**src/rtl/scl_phase_timer.sv**
```systemverilog
module scl_phase_timer #(
  parameter int CNT_W = 8,
  parameter int DIV_W = 8,
  parameter int FLT_W = 3,
  parameter bit FLT_TWICE = 1'b0
) (
  input  logic               clk,
  input  logic               rst_n,
  input  logic               hs_mode,
  input  logic [7*CNT_W-1:0] fs_set,
  input  logic [DIV_W-1:0]   fs_div,
  input  logic [7*CNT_W-1:0] hs_set,
  input  logic [DIV_W-1:0]   hs_div,
  input  logic [CNT_W-1:0]   dat_hold,
  input  logic [FLT_W-1:0]   flt_cyc,
  input  logic               cmd_valid,
  input  logic [1:0]         cmd_op,
  output logic               cmd_ready,
  input  logic               scl_in,
  output logic               scl_oe,
  output logic               sda_upd,
  output logic               smp,
  output logic               busy
);
  localparam int SEG_W = CNT_W + 1;
  localparam int OVH_W = FLT_W + 5;
  localparam logic [1:0] OP_START = 2'd0;
  localparam logic [1:0] OP_BIT   = 2'd1;
  localparam logic [1:0] OP_STOP  = 2'd2;

  typedef enum logic [2:0] {
    S_IDLE, S_LOW, S_OVH, S_HIGH, S_SR, S_SSU, S_SHD, S_PSU
  } st_t;

  st_t              state, nxt;
  logic [1:0]       op_q;
  logic             sel_q;
  logic [DIV_W-1:0] pre_cnt;
  logic [SEG_W-1:0] seg_cnt, seg_n;
  logic [OVH_W-1:0] ovh_cnt, ovh_len;

  wire [7*CNT_W-1:0] cur   = sel_q ? hs_set : fs_set;
  wire [DIV_W-1:0]   t_div = sel_q ? hs_div : fs_div;
  wire [CNT_W-1:0] t_high  = cur[0*CNT_W +: CNT_W];
  wire [CNT_W-1:0] t_low   = cur[1*CNT_W +: CNT_W];
  wire [CNT_W-1:0] t_dsu   = cur[2*CNT_W +: CNT_W];
  wire [CNT_W-1:0] t_sr    = cur[3*CNT_W +: CNT_W];
  wire [CNT_W-1:0] t_susto = cur[4*CNT_W +: CNT_W];
  wire [CNT_W-1:0] t_hdsta = cur[5*CNT_W +: CNT_W];
  wire [CNT_W-1:0] t_susta = cur[6*CNT_W +: CNT_W];

  wire [SEG_W-1:0] hd_su   = SEG_W'(dat_hold) + SEG_W'(t_dsu);
  wire [SEG_W-1:0] low_end = (hd_su > SEG_W'(t_low)) ? hd_su : SEG_W'(t_low);

  generate
    if (FLT_TWICE) begin : g_flt_dbl
      assign ovh_len = OVH_W'(8) + (OVH_W'(flt_cyc) << 1);
    end else begin : g_flt_one
      assign ovh_len = OVH_W'(8) + OVH_W'(flt_cyc);
    end
  endgenerate

  always_comb begin
    case (state)
      S_LOW:   seg_n = low_end;
      S_HIGH:  seg_n = SEG_W'(t_high);
      S_SR:    seg_n = SEG_W'(t_sr);
      S_SSU:   seg_n = SEG_W'(t_susta);
      S_SHD:   seg_n = SEG_W'(t_hdsta);
      S_PSU:   seg_n = SEG_W'(t_susto);
      default: seg_n = '0;
    endcase
  end

  wire pre_last = (pre_cnt == t_div);
  wire seg_end  = pre_last && (seg_cnt == seg_n);
  wire ovh_end  = scl_in && (ovh_cnt == ovh_len - OVH_W'(1));
  wire seg_top  = (seg_cnt == '0) && (pre_cnt == '0);
  wire fin      = seg_end && (state == S_HIGH || state == S_SHD || state == S_PSU);
  wire take     = cmd_valid && cmd_ready;

  assign cmd_ready = (state == S_IDLE) || fin;
  assign busy      = (state != S_IDLE);
  assign scl_oe    = (state == S_LOW);
  assign smp       = (state == S_HIGH) && seg_top;
  assign sda_upd   = ((state == S_LOW) && (seg_cnt == SEG_W'(dat_hold)) && (pre_cnt == '0))
                   || ((state == S_SHD) && seg_top)
                   || ((state == S_PSU) && seg_end);

  always_comb begin
    nxt = state;
    case (state)
      S_LOW: if (seg_end) nxt = S_OVH;
      S_OVH:
        if (ovh_end) begin
          case (op_q)
            OP_START: nxt = S_SSU;
            OP_BIT:   nxt = S_HIGH;
            OP_STOP:  nxt = S_PSU;
            default:  nxt = S_SR;
          endcase
        end
      S_SSU, S_SR: if (seg_end) nxt = S_SHD;
      S_HIGH, S_SHD, S_PSU: if (seg_end) nxt = S_IDLE;
      default: nxt = state;
    endcase
    if (take) nxt = (cmd_op == OP_START) ? S_OVH : S_LOW;
  end

  always_ff @(posedge clk or negedge rst_n) begin
    if (!rst_n) begin
      state   <= S_IDLE;
      op_q    <= OP_BIT;
      sel_q   <= 1'b0;
      pre_cnt <= '0;
      seg_cnt <= '0;
      ovh_cnt <= '0;
    end else begin
      state <= nxt;
      if (take) begin
        op_q  <= cmd_op;
        sel_q <= hs_mode;
      end
      if (nxt != state) begin
        pre_cnt <= '0;
        seg_cnt <= '0;
        ovh_cnt <= '0;
      end else if (state == S_OVH) begin
        ovh_cnt <= scl_in ? ovh_cnt + OVH_W'(1) : '0;
      end else if (state != S_IDLE) begin
        if (pre_last) begin
          pre_cnt <= '0;
          seg_cnt <= seg_cnt + SEG_W'(1);
        end else begin
          pre_cnt <= pre_cnt + DIV_W'(1);
        end
      end
    end
  end
endmodule


```
**config.mk**
```make
export PLATFORM = sky130hd
export DESIGN_NAME = scl_phase_timer
export DESIGN_NICKNAME = d
export VERILOG_FILES = /design/src/rtl/scl_phase_timer.sv
export SDC_FILE = /design/constraint.sdc
export NUM_CORES = 1
export LEC_CHECK = 0
export BUFFER_PORTS_ARGS = -buffer_cell sky130_fd_sc_hd__buf_2
export CORE_MARGIN = 4
export CORE_UTILIZATION = 56
export CTS_BUF_LIST = sky130_fd_sc_hd__clkbuf_8
export DETAILED_ROUTE_END_ITERATION = 7
export PLACE_DENSITY_LB_ADDON = 0.15
export SLEW_MARGIN = 30
export SYNTH_ARGS = -nofsm -noshare
export SYNTH_HDL_FRONTEND = slang
export SYNTH_SLANG_ARGS = --single-unit
export TNS_END_PERCENT = 5
```
**constraint.sdc**
```tcl
create_clock -name clk -period 10.5 [get_ports clk]
set_clock_uncertainty 0.15 [all_clocks]
set_input_delay 1.05 -clock clk [delete_from_list [all_inputs] [get_ports clk]]
set_output_delay 1.05 -clock clk [all_outputs]
set_load 0.01 [all_outputs]
```
---- After elaboration in Yosys (flattened, before gate mapping) ----
Index checks and enable logic that the tools add are counted.
cells by class
  $add $sub $neg .......................... 6
  multiply operators ...................... 0
  div/mod/pow operators ................... 0
  $lt $le $gt $ge ......................... 1
  equal/unequal tests ..................... 15
  shift operators ......................... 0
  muxes and demuxes ....................... 23
  bitwise gates (word level) .............. 0
  reductions and logical operators ........ 28
operator list
  operator               number
  $mux W8                8
  $mux W56               1
  $pmux W9 S6            1
  $mux W9                5
  $add A8 B1 Y8 const B  2
  $eq A8 B8 Y1           2
  $mux W3                5
  $eq A3 B3 Y1 const B   4
  $pmux W3 S4            1
  $logic_and A1 B1 Y1    10
  $add A8 B8 Y9          1
  $add A9 B1 Y9 const B  1
  $eq A9 B8 Y1           1
  $eq A9 B9 Y1           1
  $gt A9 B8 Y1           1
  $logic_not A9 Y1       1
  $pmux W3 S3            1
  $logic_not A8 Y1       1
  $eq A3 B2 Y1 const B   2
  $reduce_bool A2 Y1     3
  $sub A5 B1 Y6 const B  1
  $add A4 B3 Y5 const A  1
  $logic_or A1 B1 Y1     5
  $logic_not A2 Y1       2
  12 further kinds       12
storage, ports and cells
  register bits after elaboration ......... 31
  bits in latches ......................... 0
  memory bits (writable) .................. 0
  bits in read-only memories .............. 0
  input port bits ......................... 146
  output and inout port bits .............. 5
  memories kept ........................... 0

---- Longest topological paths before layout ----
  depth in word-level cells ............... 14
  gate-level depth with buffers ........... 23
  gate-level depth less buffers ........... 18

---- Worst setup path before layout ----
No wires, ideal clock.
  kind .................................... flip-flop to output port
  start point ............................. reg sel_q
  end point ............................... out sda_upd
  data arrival time ....................... 5618 ps
  data required time ...................... 9300 ps
  slack ................................... 3682 ps
  stages on the path, launching flop included .. 23
  path through ............................ dfrtp_1 buf_6 buf_6 clkbuf_1 buf_1 mux2_2 ha_1 a21o_1 a311oi_1 o21ai_0 a21o_1 and2_1 ha_1 and3_1 or3b_1 o211a_1 or4_1 nand3_1 xor2_1 nor4b_4 nand3_2 mux2_2 o22ai_1
between the ends
  longest elaborated chain between the ends .. 9
ends and longest elaborated chain
  what                     RTL line  RTL
  start, declared          37        logic sel_q;
  start signal, assigned   122       sel_q <= hs_mode;
  $mux W56                 42        wire [7*CNT_W-1:0] cur = sel_q ? hs_set : fs_set;
  $add A8 B8 Y9            52        wire [SEG_W-1:0] hd_su = SEG_W'(dat_hold) + SEG_W'(t_dsu);
  $gt A9 B8 Y1             53        wire [SEG_W-1:0] low_end = (hd_su > SEG_W'(t_low)) ? hd_su : SEG_W'(t_low);
  $mux W9                  53
  $pmux W9 S6              64        case (state)
  $eq A9 B9 Y1             76        wire seg_end = pre_last && (seg_cnt == seg_n);
  $logic_and A1 B1 Y1 (*)  76
  $logic_and A1 B1 Y1 (*)  88        || ((state == S_PSU) && seg_end);
  $logic_or A1 B1 Y1 (*)   88
  end, declared            21        output logic sda_upd,
Every way passes the cells marked *; elsewhere a longest branch is shown, timed or not.

---- Worst setup path in the final report ----
Same ends and word-level chain as after synthesis.

==> metrics.json <==
{
  "average_detailed_routed_wire_length_per_instance": {"value": 17.05, "unit": "µm"},
  "cts_root_buf": {"value": "clkbuf_8"},
  "ir_drop": {"value": 0.1182, "unit": "mV"},
  "crit_path_start_kind": {"value": "register"},
  "clock_latency": {"value": 0.28, "unit": "ns"},
  "timing.reg2reg.setup_slack": {"value": 4.17, "unit": "ns"},
  "area.growth.synth_to_final": {"value": 19.90, "unit": "%"},
  "timing.critical_path.max_delay_family": {"value": "simple AND/OR/NAND/NOR gates"},
  "end_kind": {"value": "output port"},
  "syn_avg_cell_area": {"value": 8.618, "unit": "µm²"},
  "synth_top_cell_by_area": {"value": "dfrtp_1"},
  "global_placement_routability_congestion": {"value": 0.8829},
  "post-synth-top-count-cell": {"value": "mux2i_1"},
  "design_power_total": {"value": 1.114, "unit": "mW"},
  "ctsHtreeMaxLevel": {"value": 2},
  "synth_adder_area_share": {"value": 0.07743},
  "timing.critical_path.cells": {"value": "buf_4 > mux2_2 > ha_1 > o21ai_0 > o21ai_0 > a21o_1 > and2_1 > ha_1 > and3_1 > or3b_1 > o211a_1 > or4_1 > nand3_1 > xor2_1 > nor4b_4 > nand3_2 > mux2_2 > o22ai_1 > buf_2"},
  "leakage_power_figure": {"value": 2.417, "unit": "nW"},
  "num_io_pins": {"value": 151},
  "filler_cell_count": {"value": 641},
  "detail_route.wirelength": {"value": 12100, "unit": "µm"},
  "clock_tree.buffer_depth": {"value": 2},
  "max_cap_viol_count": {"value": 0},
  "crit_buf_inv": {"value": 2},
  "sum_of_negative_setup_slack": {"value": 0, "unit": "ns"},
  "initial_core_util": {"value": 0.5734},
  "share_of_synthesized_flip_flops_with_an_asynchronous_set_or_reset": {"value": 1.000},
  "drc": {"value": 0},
  "rsz0062_at_grt": {"value": "no"},
  "worst_hold_startpoint": {"value": "op_q[0]$_DFFE_PN1P_"},
  "n_antenna_cell": {"value": 0},
  "cts_tree": {"value": "built"},
  "final-setup-viol-count": {"value": 0},
  "grt_use_total": {"value": 0.2655},
  "ant_nets": {"value": 0},
  "worstHoldPathType": {"value": "register to register"},
  "cts_inserted_buffers": {"value": 5},
  "critical_path_class": {"value": "register to output port"},
  "cts.repair.resized": {"value": 0},
  "min_to": {"value": "op_q[0]$_DFFE_PN1P_"},
  "post-dp-hpwl": {"value": 9558, "unit": "µm"},
  "number_of_storage_elements_in_the_synthesis_netlist": {"value": 31},
  "grt_max_degree": {"value": 50},
  "cts_hold_repair.buffers": {"value": 0},
  "synth.lib_cells_used.distinct": {"value": 72},
  "design.die.area": {"value": 8826, "unit": "µm²"},
  "layout-drive-gt1-share": {"value": 0.3617},
  "whs": {"value": 0.3858, "unit": "ns"},
  "net_total_in_the_final_layout": {"value": 781},
  "dominant_combinational_cell_family_by_area_after_synthesis": {"value": "simple AND/OR/NAND/NOR gates"},
  "post-cts-setup-buffer-count": {"value": 0},
  "postSynthCellCount": {"value": 480},
  "power_density": {"value": 224.7, "unit": "nW/µm²"},
  "vias": {"value": 4245},
  "stdcell_count": {"value": 710},
  "hold-path-cell-count": {"value": 2},
  "crit_required": {"value": 9.30, "unit": "ns"},
  "dp_cells": {"value": 702},
  "yosys-mux-area-fraction": {"value": 0.1603},
  "numClockSinks": {"value": 31},
  "mapped_cell_area": {"value": 4136, "unit": "µm²"},
  "die-width": {"value": 93.95, "unit": "µm"},
  "drt_pre_antenna_iters": {"value": 5},
  "synth_edf_count": {"value": 0},
  "ys_warn_count": {"value": 0},
  "critical_register_to_register_path_startpoint": {"value": "sel_q$_DFFE_PN0P_"},
  "std_cell_rows": {"value": 31},
  "rr_worst_depth": {"value": 18},
  "port_buffers": {"value": 150},
  "antenna_found_initial": {"value": 0},
  "synth_common_cells": {"value": "mux2i_1 (37), dfrtp_1 (30), nand2_1 (27), nor2_1 (27), a21oi_1 (26)"},
  "grt_pass1_wl": {"value": 18920, "unit": "µm"},
  "fin_util": {"value": 0.6875},
  "floorplan.core_area": {"value": 7214, "unit": "µm²"},
  "worst_tran_pin_value": {"value": 0.9719, "unit": "ns"},
  "outcome": {"value": "completed"},
  "critical_path.max_fanout": {"value": 49},
  "drt_iter0_drc": {"value": 136},
  "min_period": {"value": 7.215, "unit": "ns"},
  "post_synth_xor_area_fraction": {"value": 0.08469},
  "grt-ovfl-total": {"value": 0},
  "period_share": {"value": 0.6871},
  "die_h": {"value": 93.95, "unit": "µm"},
  "worst_slew_margin_rel": {"value": 0.3521},
  "synthFlopType": {"value": "dfrtp_1"},
  "end_of_the_worst_register_to_register_path": {"value": "pre_cnt[4]$_DFFE_PN0P_"},
  "cell_with_the_biggest_individual_delay_on_the_critical_path": {"value": "buf_4"},
  "final_max_slew_viol_count": {"value": 0},
  "synth_compound_gate_area_share": {"value": 0.1993},
  "finalHoldViolations": {"value": 0},
  "synth.top_cells.by_area": {"value": "dfrtp_1 (18%), mux2i_1 (9.0%), ha_1 (7.3%)"},
  "fmax": {"value": 138.6, "unit": "MHz"},
  "synth.yosys.seq_area_share": {"value": 0.1878},
  "number_of_global_route_vias_before_repair": {"value": 4105},
  "synthSimpleGateAreaFrac": {"value": 0.2356},
  "worst_path_arrival": {"value": 6.02, "unit": "ns"},
  "synth_largest_type_area_fraction": {"value": 0.1815},
  "synth_nets": {"value": 651},
  "clock_pin_transition_on_the_worst_setup_and_hold_timing_paths": {"value": 0.07, "unit": "ns"},
  "viasPerCell": {"value": 5.979},
  "critical-path-max-stage-delay": {"value": 0.60, "unit": "ns"}
}
-- worst max path at each step --
| stage | start | to | slack (ns) | cells after the start |
|---|---|---|---|---|
| finish | sel_q$_DFFE_PN0P_ | sda_upd | 3.29 | 19 |
| global placement | hs_set[19] | sda_upd | 3.69 | 20 |
| global route | sel_q$_DFFE_PN0P_ | sda_upd | 3.08 | 19 |
| floorplan | sel_q$_DFFE_PN0P_ | sda_upd | 3.68 | 22 |
| CTS | sel_q$_DFFE_PN0P_ | sda_upd | 3.35 | 19 |
| detailed placement | hs_set[19] | sda_upd | 3.46 | 20 |
-- worst register-to-register path: cells and delay by family, from the launching register on --
family,cells,cell delay (ns)
mux,1,0.43
buf+inv,1,0.60
flops,1,0.51
compound gates,6,1.73
xor+xnor,1,0.11
simple gates,7,1.96
fa+ha+maj,2,0.66
-- power by group --
group / switching (mW) / total (mW) / leakage [nW] / internal (mW)
registers: 0.0681 / 0.221 / 0.400 / 0.153
logic: 0.441 / 0.796 / 1.96 / 0.355
clock network: 0.0455 / 0.0973 / 0.0524 / 0.0519
-- state kept, by name, summed over array words and instances (netlist names) --
register	count
seg_cnt	9
ovh_cnt	8
pre_cnt	8
state	3
op_q	2
sel_q	1
-- per-stage QoR --
step	worst slack (ns)	cell area, µm²
finish	3.285	4960
global route	3.077	4960
CTS	3.352	4960
detailed placement	3.461	4868
global placement	3.687	4868
floorplan	3.682	4136
-- cell usage in the layout, fill, tap and decap left out, drive strengths merged, types with 7 or more instances in the layout --
master	netlist	layout
buf	18	154
a22oi	7	7
mux2i	37	37
dfrtp	30	30
and3	9	9
nor4	7	7
ha	24	24
o22ai	9	9
xor2	24	24
nand3	23	23
a21oi	28	28
inv	13	14
nor2	27	27
a21o	9	9
o21ai	26	26
nand2	27	27
nor3	29	29
a211oi	8	8
nand4	7	7
xnor2	16	16
mux2	18	18
-- logic make-up (layout without fill, tap and decap cells) --
kind of cell | count (synthesis) | in the layout
muxes | 59 | 59
AOI/OAI and AO/OA | 121 | 121
xor gates and xnor gates | 40 | 40
buffers and inverters | 45 | 176
adders and majority gates | 25 | 25
DFF | 31 | 31
and+or+nand+nor | 159 | 159
-- routing by layer --
metal,GRT usage,share of wire,vias up
met5,0,0,-
met4,0.06498,0.015,0
met3,0.03365,0.069,13
met2,0.5127,0.53,156
met1,0.3051,0.39,2011
li1,-,-,2065
-- cell type report --
type | count | area, µm² | area share
multi-input cells | 404 | 3133 | 0.6317
repair buffers | 154 | 780.7 | 0.1574
flip-flops and latches | 31 | 778.2 | 0.1569
well taps | 99 | 123.9 | 0.02497
clock buffers | 6 | 82.58 | 0.01665
inverters | 14 | 52.55 | 0.01060
clock inverters | 2 | 8.758 | 0.001766
(Power assumes the default switching activity.)
